`src/rtl/epg_pkg.sv`:
```
package epg_pkg;
  typedef enum logic {
    PH_A = 1'b0,
    PH_B = 1'b1
  } phase_e;

  function automatic int unsigned cycles_of(input int unsigned khz, input int unsigned us);
    int unsigned c;
    c = (khz * us) / 1000;
    return (c < 1) ? 1 : c;
  endfunction
endpackage

```
`src/rtl/epg_front.sv`:
```
// Sample conditioning: magnitude, validity and no-load floor, plus rate threshold.
module epg_front #(
  parameter int SAMPLE_W    = 16,
  parameter int BASE_LOG2   = 8,
  parameter int CREEP_SHIFT = 6,
  parameter int THR_W       = BASE_LOG2 + 4
) (
  input  logic                clk,
  input  logic                rst,
  input  logic                supply_ok,
  input  logic                sample_vld,
  input  logic [SAMPLE_W-1:0] sample_pwr,
  input  logic [1:0]          rate_sel,
  output logic [SAMPLE_W-1:0] add_q,
  output logic [THR_W-1:0]    thr_q
);
  localparam int CMP_W = (THR_W > SAMPLE_W) ? THR_W : SAMPLE_W;

  logic [THR_W-1:0]    thr_tab [4];
  logic [SAMPLE_W-1:0] mag_c;
  logic [THR_W-1:0]    floor_c;
  logic                keep_c;

  for (genvar g = 0; g < 4; g++) begin : g_thr
    assign thr_tab[g] = THR_W'(1) << (BASE_LOG2 + 3 - g);
  end

  always_comb begin
    mag_c   = sample_pwr[SAMPLE_W-1] ? (~sample_pwr + SAMPLE_W'(1)) : sample_pwr;
    floor_c = thr_q >> CREEP_SHIFT;
    keep_c  = sample_vld && (mag_c != '0) && (CMP_W'(mag_c) >= CMP_W'(floor_c));
  end

  always_ff @(posedge clk) begin
    if (rst) begin
      thr_q <= thr_tab[0];
      add_q <= '0;
    end else begin
      thr_q <= thr_tab[rate_sel];
      add_q <= (supply_ok && keep_c) ? mag_c : '0;
    end
  end

  AST_CREEP_FLOOR: assert property (@(posedge clk) disable iff (rst)
    (add_q != '0) |-> (CMP_W'(add_q) >= CMP_W'($past(thr_q) >> CREEP_SHIFT)));
endmodule

```
`src/rtl/epg_accum.sv`:
```
// Energy accumulator: saturating add, fires when the threshold is reached and the sequencer is free.
module epg_accum #(
  parameter int SAMPLE_W = 16,
  parameter int THR_W    = 12,
  parameter int ACC_W    = 30
) (
  input  logic                clk,
  input  logic                rst,
  input  logic                supply_ok,
  input  logic [SAMPLE_W-1:0] add,
  input  logic [THR_W-1:0]    thr,
  input  logic                ready,
  output logic                fire
);
  logic [ACC_W-1:0] acc_q;
  logic [ACC_W:0]   sum_c;
  logic [ACC_W-1:0] next_c;

  always_comb begin
    fire  = ready && supply_ok && (acc_q >= ACC_W'(thr));
    sum_c = {1'b0, acc_q} + (ACC_W+1)'(add);
    if (fire) sum_c = sum_c - (ACC_W+1)'(thr);
    next_c = sum_c[ACC_W] ? '1 : sum_c[ACC_W-1:0];
  end

  always_ff @(posedge clk) begin
    if (rst || !supply_ok) acc_q <= '0;
    else                   acc_q <= next_c;
  end

  AST_ACC_HOLD: assert property (@(posedge clk) disable iff (rst)
    ($past(supply_ok) && !$past(fire)) |-> (acc_q >= $past(acc_q)));
endmodule

```
`src/rtl/epg_phase_seq.sv`:
```
// Pulse sequencer: width selection, quiet time and output alternation.
module epg_phase_seq
  import epg_pkg::*;
#(
  parameter int PW_CYC  = 40,
  parameter int GAP_CYC = 2
) (
  input  logic clk,
  input  logic rst,
  input  logic supply_ok,
  input  logic fire,
  output logic ready,
  output logic out_a_n,
  output logic out_b_n
);
  localparam int GAP_EFF = (GAP_CYC < 1) ? 1 : GAP_CYC;
  localparam int PW_W    = $clog2(PW_CYC + 1);
  localparam int INTV_W  = $clog2(2 * PW_CYC + 1) + 1;
  localparam int GAP_W   = $clog2(GAP_EFF + 1);

  logic              active_q;
  logic [PW_W-1:0]   rem_q;
  logic [GAP_W-1:0]  gap_q;
  logic [INTV_W-1:0] intv_q;
  phase_e            phase_q;
  logic [PW_W-1:0]   w_new;

  always_comb begin
    ready = !active_q && (gap_q == '0);
    if (intv_q >= INTV_W'(2 * PW_CYC)) w_new = PW_W'(PW_CYC);
    else if (intv_q < INTV_W'(2))      w_new = PW_W'(1);
    else                               w_new = PW_W'(intv_q >> 1);
  end

  always_ff @(posedge clk) begin
    if (rst || !supply_ok) begin
      active_q <= 1'b0;
      rem_q    <= '0;
      gap_q    <= '0;
      intv_q   <= '1;
      phase_q  <= PH_A;
      out_a_n  <= 1'b1;
      out_b_n  <= 1'b1;
    end else begin
      if (fire)                intv_q <= INTV_W'(1);
      else if (intv_q != '1)   intv_q <= intv_q + INTV_W'(1);
      if (fire) begin
        active_q <= 1'b1;
        rem_q    <= w_new;
        phase_q  <= (phase_q == PH_A) ? PH_B : PH_A;
        if (phase_q == PH_A) out_a_n <= 1'b0;
        else                 out_b_n <= 1'b0;
      end else if (active_q) begin
        if (rem_q == PW_W'(1)) begin
          active_q <= 1'b0;
          out_a_n  <= 1'b1;
          out_b_n  <= 1'b1;
          gap_q    <= GAP_W'(GAP_EFF);
        end else begin
          rem_q <= rem_q - PW_W'(1);
        end
      end else if (gap_q != '0) begin
        gap_q <= gap_q - GAP_W'(1);
      end
    end
  end

  AST_WIDTH_BOUND: assert property (@(posedge clk) disable iff (rst)
    active_q |-> ((rem_q != '0) && (rem_q <= PW_W'(PW_CYC))));
  AST_QUIET_AFTER_RISE: assert property (@(posedge clk) disable iff (rst)
    ($rose(out_a_n) || $rose(out_b_n)) |=> (out_a_n && out_b_n));
endmodule

```
`src/rtl/energy_pulse_gen.sv`:
```
module energy_pulse_gen #(
  parameter int SAMPLE_W    = 16,
  parameter int BASE_LOG2   = 8,
  parameter int CREEP_SHIFT = 6,
  parameter int CLK_KHZ     = 1000,
  parameter int PULSE_US    = 40,
  parameter int GAP_US      = 2
) (
  input  logic                clk,
  input  logic                rst,
  input  logic                supply_ok,
  input  logic                sample_vld,
  input  logic [SAMPLE_W-1:0] sample_pwr,
  input  logic [1:0]          rate_sel,
  output logic                pulse_a_n,
  output logic                pulse_b_n
);
  localparam int THR_W   = BASE_LOG2 + 4;
  localparam int ACC_W   = THR_W + SAMPLE_W + 2;
  localparam int PW_CYC  = int'(epg_pkg::cycles_of(CLK_KHZ, PULSE_US));
  localparam int GAP_CYC = int'(epg_pkg::cycles_of(CLK_KHZ, GAP_US));

  logic [SAMPLE_W-1:0] add_w;
  logic [THR_W-1:0]    thr_w;
  logic                fire_w;
  logic                ready_w;

  epg_front #(
    .SAMPLE_W(SAMPLE_W), .BASE_LOG2(BASE_LOG2),
    .CREEP_SHIFT(CREEP_SHIFT), .THR_W(THR_W)
  ) i_front (
    .clk(clk), .rst(rst), .supply_ok(supply_ok),
    .sample_vld(sample_vld), .sample_pwr(sample_pwr), .rate_sel(rate_sel),
    .add_q(add_w), .thr_q(thr_w)
  );

  epg_accum #(
    .SAMPLE_W(SAMPLE_W), .THR_W(THR_W), .ACC_W(ACC_W)
  ) i_accum (
    .clk(clk), .rst(rst), .supply_ok(supply_ok),
    .add(add_w), .thr(thr_w), .ready(ready_w), .fire(fire_w)
  );

  epg_phase_seq #(
    .PW_CYC(PW_CYC), .GAP_CYC(GAP_CYC)
  ) i_seq (
    .clk(clk), .rst(rst), .supply_ok(supply_ok), .fire(fire_w),
    .ready(ready_w), .out_a_n(pulse_a_n), .out_b_n(pulse_b_n)
  );

  AST_NEVER_BOTH_LOW: assert property (@(posedge clk) disable iff (rst)
    (pulse_a_n || pulse_b_n));
  AST_DORMANT: assert property (@(posedge clk) disable iff (rst)
    !$past(supply_ok) |-> (pulse_a_n && pulse_b_n));
endmodule

```
`config.mk`:
```
export PLATFORM = sky130hd
export DESIGN_NAME = energy_pulse_gen
export DESIGN_NICKNAME = d
export VERILOG_FILES = /design/src/rtl/epg_pkg.sv /design/src/rtl/epg_front.sv /design/src/rtl/epg_accum.sv /design/src/rtl/epg_phase_seq.sv /design/src/rtl/energy_pulse_gen.sv
export SDC_FILE = /design/constraint.sdc
export NUM_CORES = 1
export LEC_CHECK = 0
export BUFFER_PORTS_ARGS = -buffer_cell sky130_fd_sc_hd__buf_4
export CORE_MARGIN = 2
export CORE_UTILIZATION = 30
export DETAILED_ROUTE_END_ITERATION = 7
export PLACE_DENSITY = 0.49
export SLEW_MARGIN = 20
export SYNTH_ARGS = -nofsm -noshare
export SYNTH_HDL_FRONTEND = slang
export SYNTH_SLANG_ARGS = --single-unit
```
`constraint.sdc`:
```
create_clock -name clk -period 9.4 [get_ports clk]
set_clock_uncertainty 0.2 [all_clocks]
set_input_delay 1.88 -clock clk [delete_from_list [all_inputs] [get_ports clk]]
set_output_delay 1.88 -clock clk [all_outputs]
set_load 0.02 [all_outputs]
```
==> run summary <==
HP Class: reg2reg
height of the die: 134 um
IO Port Bufs: 23
Antenna diodes: 0
Setup TNS: 0 ns
Fillers: 1740
Worst-Margin Slew: 0.895 ns
CP Class: reg2reg
share of cells above drive strength 1: 0.145
period utilisation layout: 0.547
post-DP HPWL: 9880 um
worst path cell trace: ha_1, fa_1, a211oi_1, or3_4, and2_4, or2b_1, a21o_1, xor2_1, ha_1, o21ai_0, a21boi_0, a2111oi_0, o2111ai_1, nor4_1, o21ai_0, nor4_1, xor2_1, a21oi_2
Starting Density: 0.306
RR Startpoint: i_accum.acc_q[0]$_SDFF_PP0_
Tmin final: 5.14 ns
most frequent cells in the layout: dfxtp_1, nand2_1, nor2_1
Fin. Hold Viols: 0
max capacitance violation total: 0
WL/cell: 15.1 um
drt drc: 0
GRT Overall Usage: 0.150
Worst Setup EP: i_accum.acc_q[25]$_SDFF_PP0_
RSZ-0062 raised after global routing: false
Post-Syn Area: 0.00506 mm^2
most common library cell in the layout ignoring fill and taps: dfxtp_1
startpoint types: flop
Clock Latency Late Sink: 0.34 ns
Root Buffer Master: clkbuf_16
Final Slew Violations: 0
area growth from synthesis to layout: 12.5%
GR Overflow Total: 0
Seq/Total Area, Yosys: 0.277
DP Area: 0.00541 mm^2
FF+latch count, synth: 70
R2R Setup Slk: 4.26 ns
clock-pin slew of the registers on the worst-case setup and hold paths: 0.06 ns
Worst Path Max Fanout: 5
antenna violations before repair: 0
CP max stage cell: a2111oi_0
Routed Antenna Nets: 0
Worst Path Arrival: 5.14 ns
Synth Instances: 615
Power Density: 302 mW/mm^2
vias in the first global route: 4428
critical path launch point: i_accum.acc_q[0]$_SDFF_PP0_
CTS Buf Count: 9
drt first pass iters: 6
# hold bufs at CTS: 0
overall power: 0.00172 W
htree depth: 3
die area: 0.0179 mm^2
worst reg-to-reg path cell count: 18
Post-CTS Setup Inserts: 0
num ports: 24
Post-synth EDFFs: 0
Leakage: 2.23 nW
VDD IR max: 0.000179 V
CTS Sinks: 70
Netlist cell types: 79
first-pass GRT wire length: 21700 um
reg2reg end: i_accum.acc_q[25]$_SDFF_PP0_
Critical Path End Type: flop
fin nets: 680
Post-Place Setup Slack: 4.29 ns
Mapped Avg Cell Area: 8.23 um^2
drt initial violations: 200
post-route cell area: 0.00570 mm^2
relative slew slack: 0.399
run status: finished, final reports clean
Post-Route WL: 12800 um
setup violators final: 0
fmax: 195 MHz
CTS tree: built
Primary FF master, synth: dfxtp_1
largest net degree at the start of global routing: 42
site row count: 47
Resize count post-CTS: 0
via-per-instance ratio: 5.23
RePlAce Congestion: 0.899
syn_nets: 672
maximum clock path buffer count: 2
via count: 4435
width of the chip: 134 um
Final WS setup: 4.26 ns
Async S/R FF share, synth: 0
Core Area: 0.0165 mm^2
peak per-stage delay on the critical path: 0.50 ns
Req. time, crit path: 9.40 ns
Synth warnings: 0
## flip-flops by register name, indices dropped and copies added, names as in the netlist
name            count
i_seq.active_q      1
i_seq.gap_q         2
i_seq.phase_q       1
i_seq.rem_q         6
i_seq.out_b_n       1
i_front.thr_q       4
i_seq.out_a_n       1
i_front.add_q      16
i_seq.intv_q        8
i_accum.acc_q      30
## Yosys cell counts, types with 8 or more instances
library cell | instances | area [um^2]
ha_1 | 33 | 413
nor3_1 | 15 | 75.1
nor2_1 | 49 | 184
o21ai_0 | 38 | 190
nand3_1 | 22 | 110
nor4_1 | 15 | 93.8
xnor2_1 | 27 | 236
dfxtp_1 | 70 | 1400
inv_1 | 21 | 78.8
xor2_1 | 33 | 289
a21oi_2 | 21 | 184
nand2_1 | 52 | 195
a21oi_1 | 42 | 210
and3_1 | 8 | 50.1
clkbuf_1 | 23 | 86.3
## final cells by class
cell class | instances | area [um^2] | share of cell area
Tap cell | 220 | 275 | 0.0483
Clock inverter | 5 | 35.0 | 0.00615
Inverter | 21 | 78.8 | 0.0138
Multi-Input combinational cell | 494 | 3460 | 0.607
Timing Repair Buffer | 27 | 203 | 0.0356
Sequential cell | 70 | 1400 | 0.246
Clock buffer | 11 | 243 | 0.0426
## routing by layer
metal	track usage	share of wire	vias up
met3	0.0374	0.040	20
met5	0	0	-
met2	0.252	0.48	65
met4	0.0591	0.031	0
li1	-	-	2249
met1	0.185	0.45	2101
## power breakdown
| group | switching, W | internal, W | total (W) |
|---|---|---|---|
| Clock | 0.000134 | 0.000186 | 0.000319 |
| Sequential | 0.0000962 | 0.000375 | 0.000471 |
| Combinational | 0.000543 | 0.000385 | 0.000928 |
| Total | 0.000772 | 0.000946 | 0.00172 |
## worst min path at each step
stage,from,end,slack [ns],cells after the start
6_report,i_seq.out_b_n$_SDFFE_PP1P_,i_seq.out_b_n$_SDFFE_PP1P_,0.25,2
5_1_grt,i_seq.out_b_n$_SDFFE_PP1P_,i_seq.out_b_n$_SDFFE_PP1P_,0.28,2
4_1_cts,i_seq.out_b_n$_SDFFE_PP1P_,i_seq.out_b_n$_SDFFE_PP1P_,0.26,2
3_5_place_dp,i_seq.out_b_n$_SDFFE_PP1P_,i_seq.out_b_n$_SDFFE_PP1P_,0.25,2
3_3_place_gp,i_seq.out_b_n$_SDFFE_PP1P_,i_seq.out_b_n$_SDFFE_PP1P_,0.24,2
2_1_floorplan,i_seq.gap_q[1]$_SDFFE_PP0P_,i_seq.gap_q[1]$_SDFFE_PP0P_,0.26,2
## stage by stage
step | util | cells | hold slack, ns
6_report | 0.345 | 848 | 0.247
3_3_place_gp | 0.328 | 832 | 0.238
4_1_cts | 0.344 | 848 | 0.257
2_1_floorplan | - | 615 | 0.256
3_5_place_dp | 0.328 | 832 | 0.249
5_1_grt | 0.345 | 848 | 0.279
## worst max-delay path: cells and delay by family, from the launching register on
family,cells,cell delay [ns]
AOI/OAI and AO/OA,8,1.98
DFF,1,0.32
and+or+nand+nor,5,1.17
adders and majority gates,3,0.95
xor gates and xnor gates,2,0.36
## logic make-up after synthesis
logic type | after synthesis | synth area share
simple gates | 223 | 0.235
compound gates | 171 | 0.242
flops | 70 | 0.277
xor+xnor | 61 | 0.107
buf+inv | 51 | 0.0415
fa+ha+maj | 35 | 0.0895
mux | 4 | 0.00791
No activity file was read; power rests on OpenSTA's default activity.
